<file path="src/rtl/monirq_pkg.sv">
package monirq_pkg;
   localparam int unsigned DATA_W   = 32;
   localparam int unsigned NUM_REGS = 8;
   localparam int unsigned CFG_REGS = 4;

   // Register word index: addr[..:2]
   typedef enum logic [2:0] {
      SEL_ENABLE = 3'd0,
      SEL_MASK   = 3'd1,
      SEL_TRIG   = 3'd2,
      SEL_POL    = 3'd3,
      SEL_STAT   = 3'd4,
      SEL_RAW    = 3'd5,
      SEL_ACK    = 3'd6,
      SEL_PORT   = 3'd7
   } reg_sel_e;

   // Fixed monitor line positions (shared by every register)
   localparam int unsigned MONB_FAULT_N    = 0;
   localparam int unsigned MONB_LOAD_DONE  = 1;
   localparam int unsigned MONB_INIT_DONE  = 2;
   localparam int unsigned MONB_CRC_ERR    = 3;
   localparam int unsigned MONB_ALT_DONE   = 4;
   localparam int unsigned MONB_PART_RDY   = 5;
   localparam int unsigned MONB_PART_ERR   = 6;
   localparam int unsigned MONB_PART_DONE  = 7;
   localparam int unsigned MONB_REQ_PIN    = 8;
   localparam int unsigned MONB_FAULT_PIN  = 9;
   localparam int unsigned MONB_DONE_PIN   = 10;
   localparam int unsigned MONB_POWER_OK   = 11;
endpackage

</file>
<file path="src/rtl/monirq_sync.sv">
module monirq_sync #(
   parameter int unsigned W      = 12,
   parameter int unsigned STAGES = 2
) (
   input  logic         clk,
   input  logic         rst_n,
   input  logic [W-1:0] d_i,
   output logic [W-1:0] q_o
);
   localparam int unsigned FILL_W = $clog2(STAGES + 1);

   if (STAGES < 2) begin : g_bad_stages
      $error("monirq_sync: STAGES must be at least 2");
   end

   logic [W-1:0]      stage_q [STAGES];
   logic [FILL_W-1:0] fill_q;

   always_ff @(posedge clk or negedge rst_n) begin
      if (!rst_n) begin
         for (int j = 0; j < STAGES; j++) stage_q[j] <= '0;
      end else begin
         stage_q[0] <= d_i;
         for (int j = 1; j < STAGES; j++) stage_q[j] <= stage_q[j-1];
      end
   end

   assign q_o = stage_q[STAGES-1];

   // cycles since reset, saturating; lets the delay check start cleanly
   always_ff @(posedge clk or negedge rst_n) begin
      if (!rst_n)                          fill_q <= '0;
      else if (fill_q != FILL_W'(STAGES))  fill_q <= fill_q + 1'b1;
   end

   assert_sync_delay_R2: assert property (@(posedge clk) disable iff (!rst_n)
      (fill_q == FILL_W'(STAGES)) |-> (q_o == $past(d_i, STAGES)));
endmodule

</file>
<file path="src/rtl/monirq_detect.sv">
module monirq_detect #(
   parameter int unsigned W = 12
) (
   input  logic         clk,
   input  logic         rst_n,
   input  logic [W-1:0] mon_s_i,
   input  logic [W-1:0] trig_i,
   input  logic [W-1:0] pol_i,
   input  logic [W-1:0] clr_i,
   output logic [W-1:0] raw_o
);
   logic [W-1:0] prev_q;
   logic [W-1:0] active;
   logic [W-1:0] prev_active;
   logic [W-1:0] set_edge;
   logic [W-1:0] raw_q;
   logic [W-1:0] raw_nxt;

   // polarity 1: high is active; polarity 0: low is active
   assign active      = ~(mon_s_i ^ pol_i);
   assign prev_active = ~(prev_q  ^ pol_i);

   for (genvar i = 0; i < W; i++) begin : g_bit
      assign set_edge[i] = trig_i[i] & active[i] & ~prev_active[i];

      assert_edge_sticky_R4: assert property (@(posedge clk) disable iff (!rst_n)
         (trig_i[i] && raw_q[i] && !clr_i[i]) |=> raw_q[i]);

      assert_ack_clears_R5: assert property (@(posedge clk) disable iff (!rst_n)
         (trig_i[i] && clr_i[i] && !set_edge[i]) |=> !raw_q[i]);

      assert_edge_beats_ack_R6: assert property (@(posedge clk) disable iff (!rst_n)
         set_edge[i] |=> raw_q[i]);
   end

   assign raw_nxt = (trig_i & (set_edge | (raw_q & ~clr_i)))
                  | (~trig_i & active);

   always_ff @(posedge clk or negedge rst_n) begin
      if (!rst_n) begin
         prev_q <= '0;
         raw_q  <= '0;
      end else begin
         prev_q <= mon_s_i;
         raw_q  <= raw_nxt;
      end
   end

   assign raw_o = raw_q;
endmodule

</file>
<file path="src/rtl/monirq_regs.sv">
module monirq_regs
   import monirq_pkg::*;
#(
   parameter int unsigned W      = 12,
   parameter int unsigned ADDR_W = 5
) (
   input  logic              clk,
   input  logic              rst_n,
   input  logic              wr_en,
   input  logic [ADDR_W-1:0] addr,
   input  logic [DATA_W-1:0] wdata,
   input  logic [W-1:0]      raw_i,
   input  logic [W-1:0]      port_i,
   output logic [W-1:0]      en_o,
   output logic [W-1:0]      mask_o,
   output logic [W-1:0]      trig_o,
   output logic [W-1:0]      pol_o,
   output logic [W-1:0]      clr_o,
   output logic [W-1:0]      masked_o,
   output logic [DATA_W-1:0] rdata_o
);
   localparam int unsigned IDX_W = ADDR_W - 2;

   if (ADDR_W < 5 || ADDR_W > 16) begin : g_bad_addr
      $error("monirq_regs: ADDR_W must be within 5..16");
   end

   logic [IDX_W-1:0]                idx;
   logic                            hit;
   reg_sel_e                        sel;
   logic [CFG_REGS-1:0][W-1:0]      cfg_q;

   assign idx = addr[ADDR_W-1:2];
   assign hit = (int'(idx) < NUM_REGS);
   assign sel = reg_sel_e'(idx[2:0]);

   always_ff @(posedge clk or negedge rst_n) begin
      if (!rst_n) begin
         cfg_q <= '0;
      end else begin
         for (int k = 0; k < CFG_REGS; k++) begin
            if (wr_en && hit && (idx[2:0] == 3'(k))) cfg_q[k] <= wdata[W-1:0];
         end
      end
   end

   assign en_o   = cfg_q[SEL_ENABLE];
   assign mask_o = cfg_q[SEL_MASK];
   assign trig_o = cfg_q[SEL_TRIG];
   assign pol_o  = cfg_q[SEL_POL];

   assign clr_o    = (wr_en && hit && sel == SEL_ACK) ? wdata[W-1:0] : '0;
   assign masked_o = raw_i & en_o & ~mask_o;

   always_comb begin
      rdata_o = '0;
      if (hit) begin
         case (sel)
            SEL_ENABLE: rdata_o[W-1:0] = en_o;
            SEL_MASK:   rdata_o[W-1:0] = mask_o;
            SEL_TRIG:   rdata_o[W-1:0] = trig_o;
            SEL_POL:    rdata_o[W-1:0] = pol_o;
            SEL_STAT:   rdata_o[W-1:0] = masked_o;
            SEL_RAW:    rdata_o[W-1:0] = raw_i;
            SEL_PORT:   rdata_o[W-1:0] = port_i;
            default:    rdata_o = '0;
         endcase
      end
   end

   assert_ro_write_ignored_R9: assert property (@(posedge clk) disable iff (!rst_n)
      (wr_en && (!hit || sel >= SEL_STAT)) |=> $stable(cfg_q));
endmodule

</file>
<file path="src/rtl/monirq_unit.sv">
module monirq_unit
   import monirq_pkg::*;
#(
   parameter int unsigned NUM_MON     = 12,
   parameter int unsigned SYNC_STAGES = 2,
   parameter int unsigned ADDR_W      = 5
) (
   input  logic               clk,
   input  logic               rst_n,
   input  logic               wr_en,
   input  logic [ADDR_W-1:0]  addr,
   input  logic [DATA_W-1:0]  wdata,
   output logic [DATA_W-1:0]  rdata,
   input  logic [NUM_MON-1:0] mon_i,
   output logic               irq_o
);
   if (NUM_MON < 1 || NUM_MON > DATA_W) begin : g_bad_width
      $error("monirq_unit: NUM_MON must be within 1..DATA_W");
   end

   logic [NUM_MON-1:0] mon_s;
   logic [NUM_MON-1:0] raw;
   logic [NUM_MON-1:0] en;
   logic [NUM_MON-1:0] mask;
   logic [NUM_MON-1:0] trig;
   logic [NUM_MON-1:0] pol;
   logic [NUM_MON-1:0] clr;
   logic [NUM_MON-1:0] masked;

   monirq_sync #(.W(NUM_MON), .STAGES(SYNC_STAGES)) u_sync (
      .clk   (clk),
      .rst_n (rst_n),
      .d_i   (mon_i),
      .q_o   (mon_s)
   );

   monirq_detect #(.W(NUM_MON)) u_detect (
      .clk     (clk),
      .rst_n   (rst_n),
      .mon_s_i (mon_s),
      .trig_i  (trig),
      .pol_i   (pol),
      .clr_i   (clr),
      .raw_o   (raw)
   );

   monirq_regs #(.W(NUM_MON), .ADDR_W(ADDR_W)) u_regs (
      .clk      (clk),
      .rst_n    (rst_n),
      .wr_en    (wr_en),
      .addr     (addr),
      .wdata    (wdata),
      .raw_i    (raw),
      .port_i   (mon_s),
      .en_o     (en),
      .mask_o   (mask),
      .trig_o   (trig),
      .pol_o    (pol),
      .clr_o    (clr),
      .masked_o (masked),
      .rdata_o  (rdata)
   );

   assign irq_o = |masked;

   assert_irq_has_source_R8: assert property (@(posedge clk) disable iff (!rst_n)
      irq_o |-> ((raw & en) != '0));

   assert_irq_quiet_when_disabled_R7: assert property (@(posedge clk) disable iff (!rst_n)
      (en == '0) |-> !irq_o);
endmodule

</file>
<file path="config.mk">
export PLATFORM = sky130hd
export DESIGN_NAME = monirq_unit
export DESIGN_NICKNAME = d
export VERILOG_FILES = /design/src/rtl/monirq_pkg.sv /design/src/rtl/monirq_sync.sv /design/src/rtl/monirq_detect.sv /design/src/rtl/monirq_regs.sv /design/src/rtl/monirq_unit.sv
export SDC_FILE = /design/constraint.sdc
export NUM_CORES = 1
export LEC_CHECK = 0
export BUFFER_PORTS_ARGS = -buffer_cell sky130_fd_sc_hd__buf_2
export CAP_MARGIN = 20
export CORE_MARGIN = 2
export CORE_UTILIZATION = 59
export CTS_BUF_LIST = sky130_fd_sc_hd__clkbuf_16
export CTS_CLUSTER_DIAMETER = 40
export DETAILED_ROUTE_END_ITERATION = 8
export GPL_TIMING_DRIVEN = 0
export PLACE_DENSITY = 0.84
export SETUP_SLACK_MARGIN = 0.1
export SYNTH_ARGS = -nofsm -noshare
export SYNTH_HDL_FRONTEND = slang
export SYNTH_SLANG_ARGS = --single-unit
</file>
<file path="constraint.sdc">
create_clock -name clk -period 1.8 [get_ports clk]
set_input_delay 0.09 -clock clk [delete_from_list [all_inputs] [get_ports clk]]
set_output_delay 0.09 -clock clk [all_outputs]
set_load 0.01 [all_outputs]
</file>
==> flow_summary.toml <==
[outcome]
outcome = "finished clean"

[sta]
finalMaxSlewViolations = 0
setup_slack_ns = 0.100
clock_skew_ns = 0.00829
finalHoldViolCount = 0
min_period_over_period_pct = 94.4
timing.fmax_ghz = 0.588
setup_tns_ns = 0
max_slew_margin_pct = 62.3
hold_ws_ns = 0.0328
setup_violations = 0
min_period_ns = 1.70
tightest_slew_ns = 0.565
rsz0062_at_grt = "yes"

[die]
die_area_sq_um = 8190
coreArea_sq_um = 7250
start_util_pct = 60.9
ios = 85
die_width_microns = 90.5
die-height_microns = 90.5
std_cell_rows = 31

[placed_design]
io_buffers = 42
post-place-ws_ns = 0.0868
place.gp.congestion = 0.876
hpwl_mm = 6.58
place_inst = 545
postPlaceCellArea_sq_um = 4850

[routing]
detail-route-antenna-nets = 0
first_pass_iters = 5
drcViolationCount = 0
wl_per_cell_microns = 17.2
drt_wl_total_mm = 9.93
drt_iter0_drc = 281
vias = 3337
via_per_inst = 5.79

[worst_setup_path]
reg2reg_from = "u_regs.trig_o[8]"
cpPeakStageDelay_ns = 0.42
arrival_ns = 1.61
crit_required_ns = 1.71
path_max_fanout = 3
path_cells = "nand3b_1 > or4_1 > o211ai_1 > buf_2"
cpMaxStageDelayCell = "or4_1"
worst_setup_path_start_kind = "flop"
rr_worst_depth = 2
worstSetupPathType = "flop to output port"
reg2reg_to = "u_detect.raw_o[8]"
ff2ff_setup_slack_ns = 0.77
crit_path_end_kind = "output port"

[clock_tree]
clock_path_buffers = 2
cts_buffers = 9
clock_sinks = 96
cts_tree = "yes"
path_clk_slew_ns = 0.06
clockRootBuffer = "clkbuf_16"
insertion_delay_ns = 0.34
htree_num_levels = 3

[grt]
grt_max_degree = 62
antenna_found_initial = 0
overflow = 0
grt_pass1_vias = 3261
grtUsageTotal_pct = 25.5
grt_pass1_wl_mm = 16.4

[worst_hold_path]
min_from = "wdata[3]"
hold-path-cell-count = 3
holdPathEnd = "u_regs.mask_o[3]"
hp-class = "input pin to flop"

[pwr]
power_density_nw_per_um2 = 1110
vdd_ir_drop_max_uv = 686
p_leak_nw = 2.43

[logic_synthesis]
synth_seq_cells = 96
async_flop_share_pct = 100
syn_area_sq_um = 4420
synth_cell_types = 41
postSynthCellCount = 384
ys.warnings.count = 0
synth_edf_count = 0
syn_avg_cell_area_sq_um = 11.5
synth_ff_type = "dfrtp_1"
yosysSeqAreaShare_pct = 54.4

[cells_and_area]
fin_cells = 576
nets = 524
nFillCells = 496
multi_input_area_sq_um = 1820
syn2layout_area_growth_pct = 20.0
fin_area_sq_um = 5300
num_antenna_cells = 0
drive_gt1_share_pct = 29.6
seq_area_sq_um = 2400

[run]
maxCapViolCount = 0
-- synthesized netlist by cell type, drive strengths merged (2+ instances only) --
master   count  area share (%)
dfrtp       96              54
mux2        47              13
nand2       46             3.9
nand3       34             4.0
buf         31             4.9
nor2b       14             2.0
o311ai      12             2.4
mux2i       11             2.5
a21oi       10             1.1
inv         10            0.85
nor2         9            0.77
o21ai        9             1.0
nand3b       6             1.0
o22ai        5            0.71
a22o         4            0.79
a22oi        4            0.68
nand2b       4            0.57
a32oi        3            0.60
and2         3            0.43
clkbuf       3            0.26
nor3         3            0.71
o211ai       3            0.51
o221ai       3            0.60
o2bb2ai      3            0.60
o31ai        3            0.51
nand4        2            0.28
-- cell type report --
class | count | share of cell area (%)
sequential | 96 | 45.3
multi-input combinational | 263 | 34.4
clock inverter | 7 | 1.35
timing repair buffer | 58 | 7.27
buffer | 34 | 4.39
tap | 99 | 2.34
inverter | 10 | 0.708
clock buffer | 9 | 4.25
-- through the flow --
step / utilization (%) / total power, W
6_report: 73.1 / 0.00589
5_1_grt: 73.1 / 0.00617
4_1_cts: 72.8 / 0.00588
3_5_place_dp: 66.9 / 0.00399
3_3_place_gp: 66.5 / 0.00391
2_1_floorplan: - / 0.00359
-- state kept, by name, summed over array words and instances, names as in the netlist --
| name | flops |
|---|---|
| u_regs.mask_o | 12 |
| u_sync.q_o | 12 |
| u_sync.stage_q | 12 |
| u_regs.pol_o | 12 |
| u_regs.trig_o | 12 |
| u_regs.en_o | 12 |
| u_detect.raw_o | 12 |
| u_detect.prev_q | 12 |
-- cells in the final DEF (no fill, tap or decap), drive strengths merged, types with 6 or more instances in the layout --
| cell type | count |
|---|---|
| a21oi | 10 |
| buf | 75 |
| clkbuf | 13 |
| conb | 20 |
| dfrtp | 96 |
| dlygate4sd3 | 13 |
| inv | 11 |
| mux2 | 47 |
| mux2i | 11 |
| nand2 | 46 |
| nand3 | 34 |
| nand3b | 6 |
| nor2 | 9 |
| nor2b | 14 |
| o21ai | 9 |
| o311ai | 12 |
-- report_power, final --
group | leakage [nW] | internal (W) | switching [W]
Clock | 0.139 | 0.00108 | 0.000800
Sequential | 1.14 | 0.00253 | 0.000362
Combinational | 1.15 | 0.000605 | 0.000514
Total | 2.43 | 0.00421 | 0.00168
-- cells by family after synthesis --
family,share of synthesized area (%)
AOI/OAI and AO/OA,10.1
and+or+nand+nor,14.0
other,0.0849
DFF,54.4
buffers and inverters,6.04
muxes,15.3
-- how the worst max path moves through the flow --
stage	startpoint	cells after the start	end	slack, ns
3_5_place_dp	addr[2]	7	rdata[6]	0.09
5_1_grt	u_regs.mask_o[0]	4	rdata[0]	0.04
3_3_place_gp	rst_n	1	u_sync.q_o[5]	-0.24
4_1_cts	u_regs.mask_o[0]	4	rdata[0]	0.10
6_report	u_regs.mask_o[0]	4	rdata[0]	0.10
2_1_floorplan	addr[4]	4	u_regs.en_o[10]	0.63
-- metal layers --
metal | track usage [%] | up-vias | wire length [microns]
li1 | - | 1527 | -
met1 | 33.1 | 1648 | 4200
met2 | 42.7 | 141 | 4900
met3 | 6.09 | 21 | 643
met4 | 7.44 | 0 | 187
met5 | 0 | - | 0
-- what timing repair did --
action | 4_1_cts | 5_1_grt
endpoints found under the setup margin | 2 | 3
hold buffers | 13 | 0
buffers inserted | 0 | 2
gates resized for setup | 1 | 3
hold endpoints to repair | 47 | 0
-- critical path: cells and delay by family (launching register included) --
kind	cells	cell delay, ns
and+or+nand+nor	2	0.61
DFF	1	0.39
buffers and inverters	1	0.17
AOI/OAI and AO/OA	1	0.11
(Power assumes the default switching activity.)
